[src/rtl/hz6_pkg.sv]
package hz6_pkg;

    localparam int CODE_W  = 3;
    localparam int SEL_W   = 2;
    localparam int SAMPLES = 3;
    localparam int MID     = SAMPLES / 2;
    localparam int LAST    = SAMPLES - 1;

    typedef enum logic [CODE_W-1:0] {
        V_LOW  = 3'd0,
        V_HIGH = 3'd1,
        V_RISE = 3'd2,
        V_FALL = 3'd3,
        V_GLO  = 3'd4,
        V_GHI  = 3'd5
    } hz6_code_e;

    localparam logic [CODE_W-1:0] CODE_MAX = V_GHI;

    typedef enum logic [SEL_W-1:0] {
        OP_AND  = 2'd0,
        OP_OR   = 2'd1,
        OP_NAND = 2'd2,
        OP_NOT  = 2'd3
    } hz6_op_e;

    typedef enum logic [1:0] {
        T_ZERO = 2'd0,
        T_ONE  = 2'd1,
        T_UNK  = 2'd2
    } tri_e;

    typedef tri_e [SAMPLES-1:0] seq_t;

    function automatic tri_e tri_and(tri_e x, tri_e y);
        if (x == T_ZERO || y == T_ZERO) return T_ZERO;
        if (x == T_ONE && y == T_ONE)   return T_ONE;
        return T_UNK;
    endfunction

    function automatic tri_e tri_or(tri_e x, tri_e y);
        if (x == T_ONE || y == T_ONE)   return T_ONE;
        if (x == T_ZERO && y == T_ZERO) return T_ZERO;
        return T_UNK;
    endfunction

    function automatic tri_e tri_not(tri_e x);
        if (x == T_ZERO) return T_ONE;
        if (x == T_ONE)  return T_ZERO;
        return T_UNK;
    endfunction

endpackage

[src/rtl/hz6_expand.sv]
module hz6_expand
    import hz6_pkg::*;
(
    input  logic [CODE_W-1:0] code,
    output seq_t              seq,
    output logic              illegal
);
    always_comb begin
        illegal = 1'b0;
        seq     = {SAMPLES{T_ZERO}};
        case (code)
            V_LOW:  seq = {T_ZERO, T_ZERO, T_ZERO};
            V_HIGH: seq = {T_ONE,  T_ONE,  T_ONE};
            V_RISE: seq = {T_ONE,  T_UNK,  T_ZERO};
            V_FALL: seq = {T_ZERO, T_UNK,  T_ONE};
            V_GLO:  seq = {T_ZERO, T_UNK,  T_ZERO};
            V_GHI:  seq = {T_ONE,  T_UNK,  T_ONE};
            default: illegal = 1'b1;
        endcase
    end
endmodule

[src/rtl/hz6_tri_op.sv]
module hz6_tri_op
    import hz6_pkg::*;
(
    input  seq_t             seq_a,
    input  seq_t             seq_b,
    input  logic [SEL_W-1:0] sel,
    output seq_t             seq_y
);
    for (genvar i = 0; i < SAMPLES; i++) begin : g_pos
        always_comb begin
            case (sel)
                OP_AND:  seq_y[i] = tri_and(seq_a[i], seq_b[i]);
                OP_OR:   seq_y[i] = tri_or(seq_a[i], seq_b[i]);
                OP_NAND: seq_y[i] = tri_not(tri_and(seq_a[i], seq_b[i]));
                default: seq_y[i] = tri_not(seq_a[i]);
            endcase
        end
    end
endmodule

[src/rtl/hz6_compress.sv]
module hz6_compress
    import hz6_pkg::*;
(
    input  seq_t              seq,
    output logic [CODE_W-1:0] code
);
    always_comb begin
        if (seq[0] == seq[LAST]) begin
            if (seq[MID] == seq[0])
                code = (seq[0] == T_ONE) ? V_HIGH : V_LOW;
            else
                code = (seq[0] == T_ONE) ? V_GHI : V_GLO;
        end else begin
            code = (seq[0] == T_ZERO) ? V_RISE : V_FALL;
        end
    end
endmodule

[src/rtl/hz6_classifier.sv]
module hz6_classifier
    import hz6_pkg::*;
(
    input  logic              clk,
    input  logic              rst_n,
    input  logic [CODE_W-1:0] op_a,
    input  logic [CODE_W-1:0] op_b,
    input  logic [SEL_W-1:0]  op_sel,
    output logic [CODE_W-1:0] res_code,
    output logic              hazard,
    output logic              err
);
    seq_t              seq_a, seq_b, seq_y;
    logic              bad_a, bad_b;
    logic [CODE_W-1:0] code_y;
    logic              err_d, haz_d;

    hz6_expand i_exp_a (.code(op_a), .seq(seq_a), .illegal(bad_a));
    hz6_expand i_exp_b (.code(op_b), .seq(seq_b), .illegal(bad_b));

    hz6_tri_op i_op (.seq_a(seq_a), .seq_b(seq_b), .sel(op_sel), .seq_y(seq_y));

    hz6_compress i_cmp (.seq(seq_y), .code(code_y));

    always_comb begin
        err_d = bad_a || (bad_b && op_sel != OP_NOT);
        haz_d = !err_d && (seq_y[0] == seq_y[LAST]) && (seq_y[MID] != seq_y[0]);
    end

    always_ff @(posedge clk) begin
        if (!rst_n) begin
            res_code <= V_LOW;
            hazard   <= 1'b0;
            err      <= 1'b0;
        end else begin
            res_code <= err_d ? V_LOW : code_y;
            hazard   <= haz_d;
            err      <= err_d;
        end
    end

    // result stays inside the legal code range
    p_range_r3: assert property (@(posedge clk) disable iff (!rst_n)
        res_code <= CODE_MAX);

    // flag and glitch codes agree
    p_haz_code_r8: assert property (@(posedge clk) disable iff (!rst_n)
        hazard == (res_code == V_GLO || res_code == V_GHI));

    // illegal first operand raises err next cycle
    p_err_in_r9: assert property (@(posedge clk) disable iff (!rst_n)
        (op_a > CODE_MAX) |=> err);

    // an error keeps the other outputs quiet
    p_err_quiet_r9: assert property (@(posedge clk) disable iff (!rst_n)
        err |-> (res_code == V_LOW && !hazard));

    // steady low controls AND
    p_and_ctrl_r10: assert property (@(posedge clk) disable iff (!rst_n)
        (op_sel == OP_AND && op_a == V_LOW && op_b <= CODE_MAX)
        |=> (res_code == V_LOW && !err));

    // NOT turns a rise into a fall whatever op_b holds
    p_not_rise_r7: assert property (@(posedge clk) disable iff (!rst_n)
        (op_sel == OP_NOT && op_a == V_RISE) |=> (res_code == V_FALL && !err));

endmodule

[config.mk]
export PLATFORM = sky130hd
export DESIGN_NAME = hz6_classifier
export DESIGN_NICKNAME = d
export VERILOG_FILES = /design/src/rtl/hz6_pkg.sv /design/src/rtl/hz6_expand.sv /design/src/rtl/hz6_tri_op.sv /design/src/rtl/hz6_compress.sv /design/src/rtl/hz6_classifier.sv
export SDC_FILE = /design/constraint.sdc
export NUM_CORES = 1
export LEC_CHECK = 0
export BUFFER_PORTS_ARGS = -buffer_cell sky130_fd_sc_hd__buf_2
export CAP_MARGIN = 25
export CORE_ASPECT_RATIO = 1.2
export CORE_UTILIZATION = 45
export DETAILED_ROUTE_END_ITERATION = 16
export PLACE_DENSITY = 0.75
export REMOVE_ABC_BUFFERS = 1
export SLEW_MARGIN = 20
export SYNTH_ARGS = -nofsm -noshare
export SYNTH_HDL_FRONTEND = slang
export SYNTH_HIERARCHICAL = 1
export SYNTH_SLANG_ARGS = --single-unit
export TNS_END_PERCENT = 50
[constraint.sdc]
create_clock -name clk -period 2 [get_ports clk]
set_input_delay 0.4 -clock clk [delete_from_list [all_inputs] [get_ports clk]]
set_output_delay 0.4 -clock clk [all_outputs]
set_load 0.03 [all_outputs]
==> flow_summary_export.csv <==
group,metric,value,unit
run_status,status,"complete, no violations",
synth,syn_avg_cell_area,7.77,um2
timing,maxSlewHeadroom,64.4,%
synth,synth_area_leader_cell,"dfxtp_1",
timing,worst_pin_slew,0.534,ns
synth,synth_ff_type,"dfxtp_1",
cts,root_buffer,"clkbuf_4",
final_layout,multi_input_area,608,um2
power_and_ir_drop,ir_drop,0.201,mV
synth,synth_cell_types,31,
synth,synth-edff-count,0,
placed_design,dpl.hpwl,1110,um
synth,synthesis.area,707,um2
critical_path,crit_path_max_incr_delay,0.29,ns
route,drc_errors,0,
synth,ys_seq_area_share,14.2,%
final_layout,nFillCells,125,
timing,fin_crit,1.92,ns
placed_design,placed_cell_area,848,um2
synth,synth_cells,91,
route,avgRoutedWirePerCell,10.8,um
route,routed_wl,1430,um
cts,clock_path_buffers,2,
placed_design,pre_cts_ws,-0.345,ns
floorplan,rows,15,
min_path,holdPathStages,2,
power_and_ir_drop,leakage,0.374,nW
synth,ys_top_cells_by_area,"dfxtp_1 (14%), xnor2_1 (9.9%), nor2b_1 (7.1%)",
cts,cts_made_buffers,3,
critical_path,cp.required,2.19,ns
synth,synth.top_cell.area_share,14.2,%
cts,clk_pin_slew,0.04,ns
final_layout,fin_cells,133,
critical_path,critical_path_class,"input pin to register",
min_path,hold_class,"input pin to register",
critical_path,arrival,2.10,ns
floorplan,ioPinCount,15,
synth,ys_ff_latch,5,
route,drt_iter0_drc,9,
cts,cts_tree,"yes",
final_layout,final_util,64.4,%
final_layout,design_area,931,um2
critical_path,worstSetupEndpointType,"register",
floorplan,die_area,1730,um2
critical_path,crit_chain,"buf_2, ha_4, a31o_1, nor2b_1, maj3_2, o22a_2, xnor2_1, nand2_1, a21oi_2, and2_1",
critical_path,slowest_stage,"maj3_2",
run,max_cap_violations,0,
global_route,grt_pass1_wl,2500,um
min_path,min_from,"rst_n",
floorplan,core_area,1450,um2
timing,slew_violations,0,
floorplan,die_y,45.4,um
global_route,grtUsageTotal,20.1,%
critical_path,cp_num_buf_inv,1,
final_layout,register_area,100,um2
power_and_ir_drop,powerDensity,501,nW/um2
cts,cts-hold-fix-buffers,0,
route,dr.pass1.iters,4,
timing,fin_ws,0.0841,ns
critical_path,start_kind,"input pin",
final_layout,antenna_cells,0,
route,num_vias,704,
global_route,grt_pass1_vias,650,
critical_path,critPathTopFamily,"adder cells",
final_layout,nNetsFinal,129,
cts,htreeDepth,1,
timing,setup_violations,0,
timing,fmax,0.522,GHz
global_route,grt-ovfl-total,0,
placed_design,portBuffers,14,
route,avgViaCountPerCell,5.29,
timing,finalCritPeriodShare,95.8,%
placed_design,gp_congestion,0.780,
placed_design,dpl.cell_count,128,
final_layout,area_delta_synth_final,31.7,%
timing,rsz0062_at_grt,"false",
global_route,antenna_found_initial,0,
final_layout,drive_above_1_share,39.7,%
min_path,min_to,"err",
critical_path,crit_fanout,4,
global_route,grt_max_degree,15,
synth,yosys_warnings,6,
floorplan,chipWidth,38.2,um
timing,finalHoldViolCount,0,
synth,async_reset_ff_share,0,%
cts,cts.sinks,5,
route,drtAntennaViolNets,0,
floorplan,start_util,48.9,%
registers in the layout (all words and copies together) (netlist names):
name      flops
res_code      3
err           1
hazard        1
synthesized netlist by cell type, drive strengths merged, types with 3 or more instances:
cell    count
nand3b      3
dfxtp       5
nor2b       8
buf         6
xnor2       8
maj3        3
o21ai      10
o22a        3
nor3b       3
and2        3
o221ai      3
a21oi       7
nand2       5
nor2        3
nor3        3
per-stage QoR:
step	setup TNS [ns]	hold slack (ns)	power [mW]
after floorplan	-0.549	0.518	0.261
after global placement	-1.13	0.622	0.323
after detailed placement	-1.24	0.628	0.327
after CTS	0	0.376	0.459
after global routing	0	0.376	0.502
final	0	0.378	0.466
routing by layer:
| metal | global-route usage, % | routed length, um | vias to the layer above |
|---|---|---|---|
| met4 | 8.57 | 0 | 0 |
| met5 | 0 | 0 | - |
| met3 | 2.94 | 30 | 0 |
| met2 | 34.6 | 765 | 11 |
| met1 | 24.2 | 637 | 325 |
| li1 | - | - | 368 |
worst max path at each step:
stage / startpoint / endpoint / depth (start not counted)
after floorplan: op_b[1] / hazard / 9
after detailed placement: op_b[1] / hazard / 10
after global placement: op_a[1] / res_code[2] / 10
final: op_a[1] / res_code[2] / 10
after global routing: op_b[1] / hazard / 10
after CTS: op_a[1] / hazard / 10
repair_timing:
item                                    in CTS  in global routing
pin swaps                                    1                  1
endpoints found under the setup margin       3                  2
endpoints found under the hold margin        0                  0
resized for setup                            4                  4
buffers inserted                             1                  0
cells in the final DEF, fill, tap and decap left out, types with 4 or more instances in the layout:
master   synthesis  routed
buf_2            2      14
buf_4            4      13
o21ai_0          8       8
xnor2_1          8       7
nor2b_1          8       7
a21oi_1          6       6
nand2_1          5       5
dfxtp_1          5       5
conb_1           2       4
cell families after synthesis:
family                   synth area share (%)
AND/OR/NAND/NOR                          32.6
AO/OA/AOI/OAI                            26.2
buffers and inverters                    7.79
XOR/XNOR                                 9.91
adder cells (fa/ha/maj)                  8.32
flip-flops                               14.2
other                                    1.06
power breakdown:
| group | leakage [nW] | switching (mW) | internal [mW] |
|---|---|---|---|
| registers | 0.0411 | 0.00144 | 0.109 |
| logic | 0.318 | 0.123 | 0.117 |
| clock network | 0.0150 | 0.0404 | 0.0754 |
area by class of cell:
type                    count  share of cell area, %
repair buffers             27                   18.0
clock buffers               4                   2.82
flip-flops and latches      5                   10.8
well taps                  17                   2.28
multi-input cells          78                   65.3
inverters                   2                  0.806
Note: power is estimated with default switching activity, not from simulation.
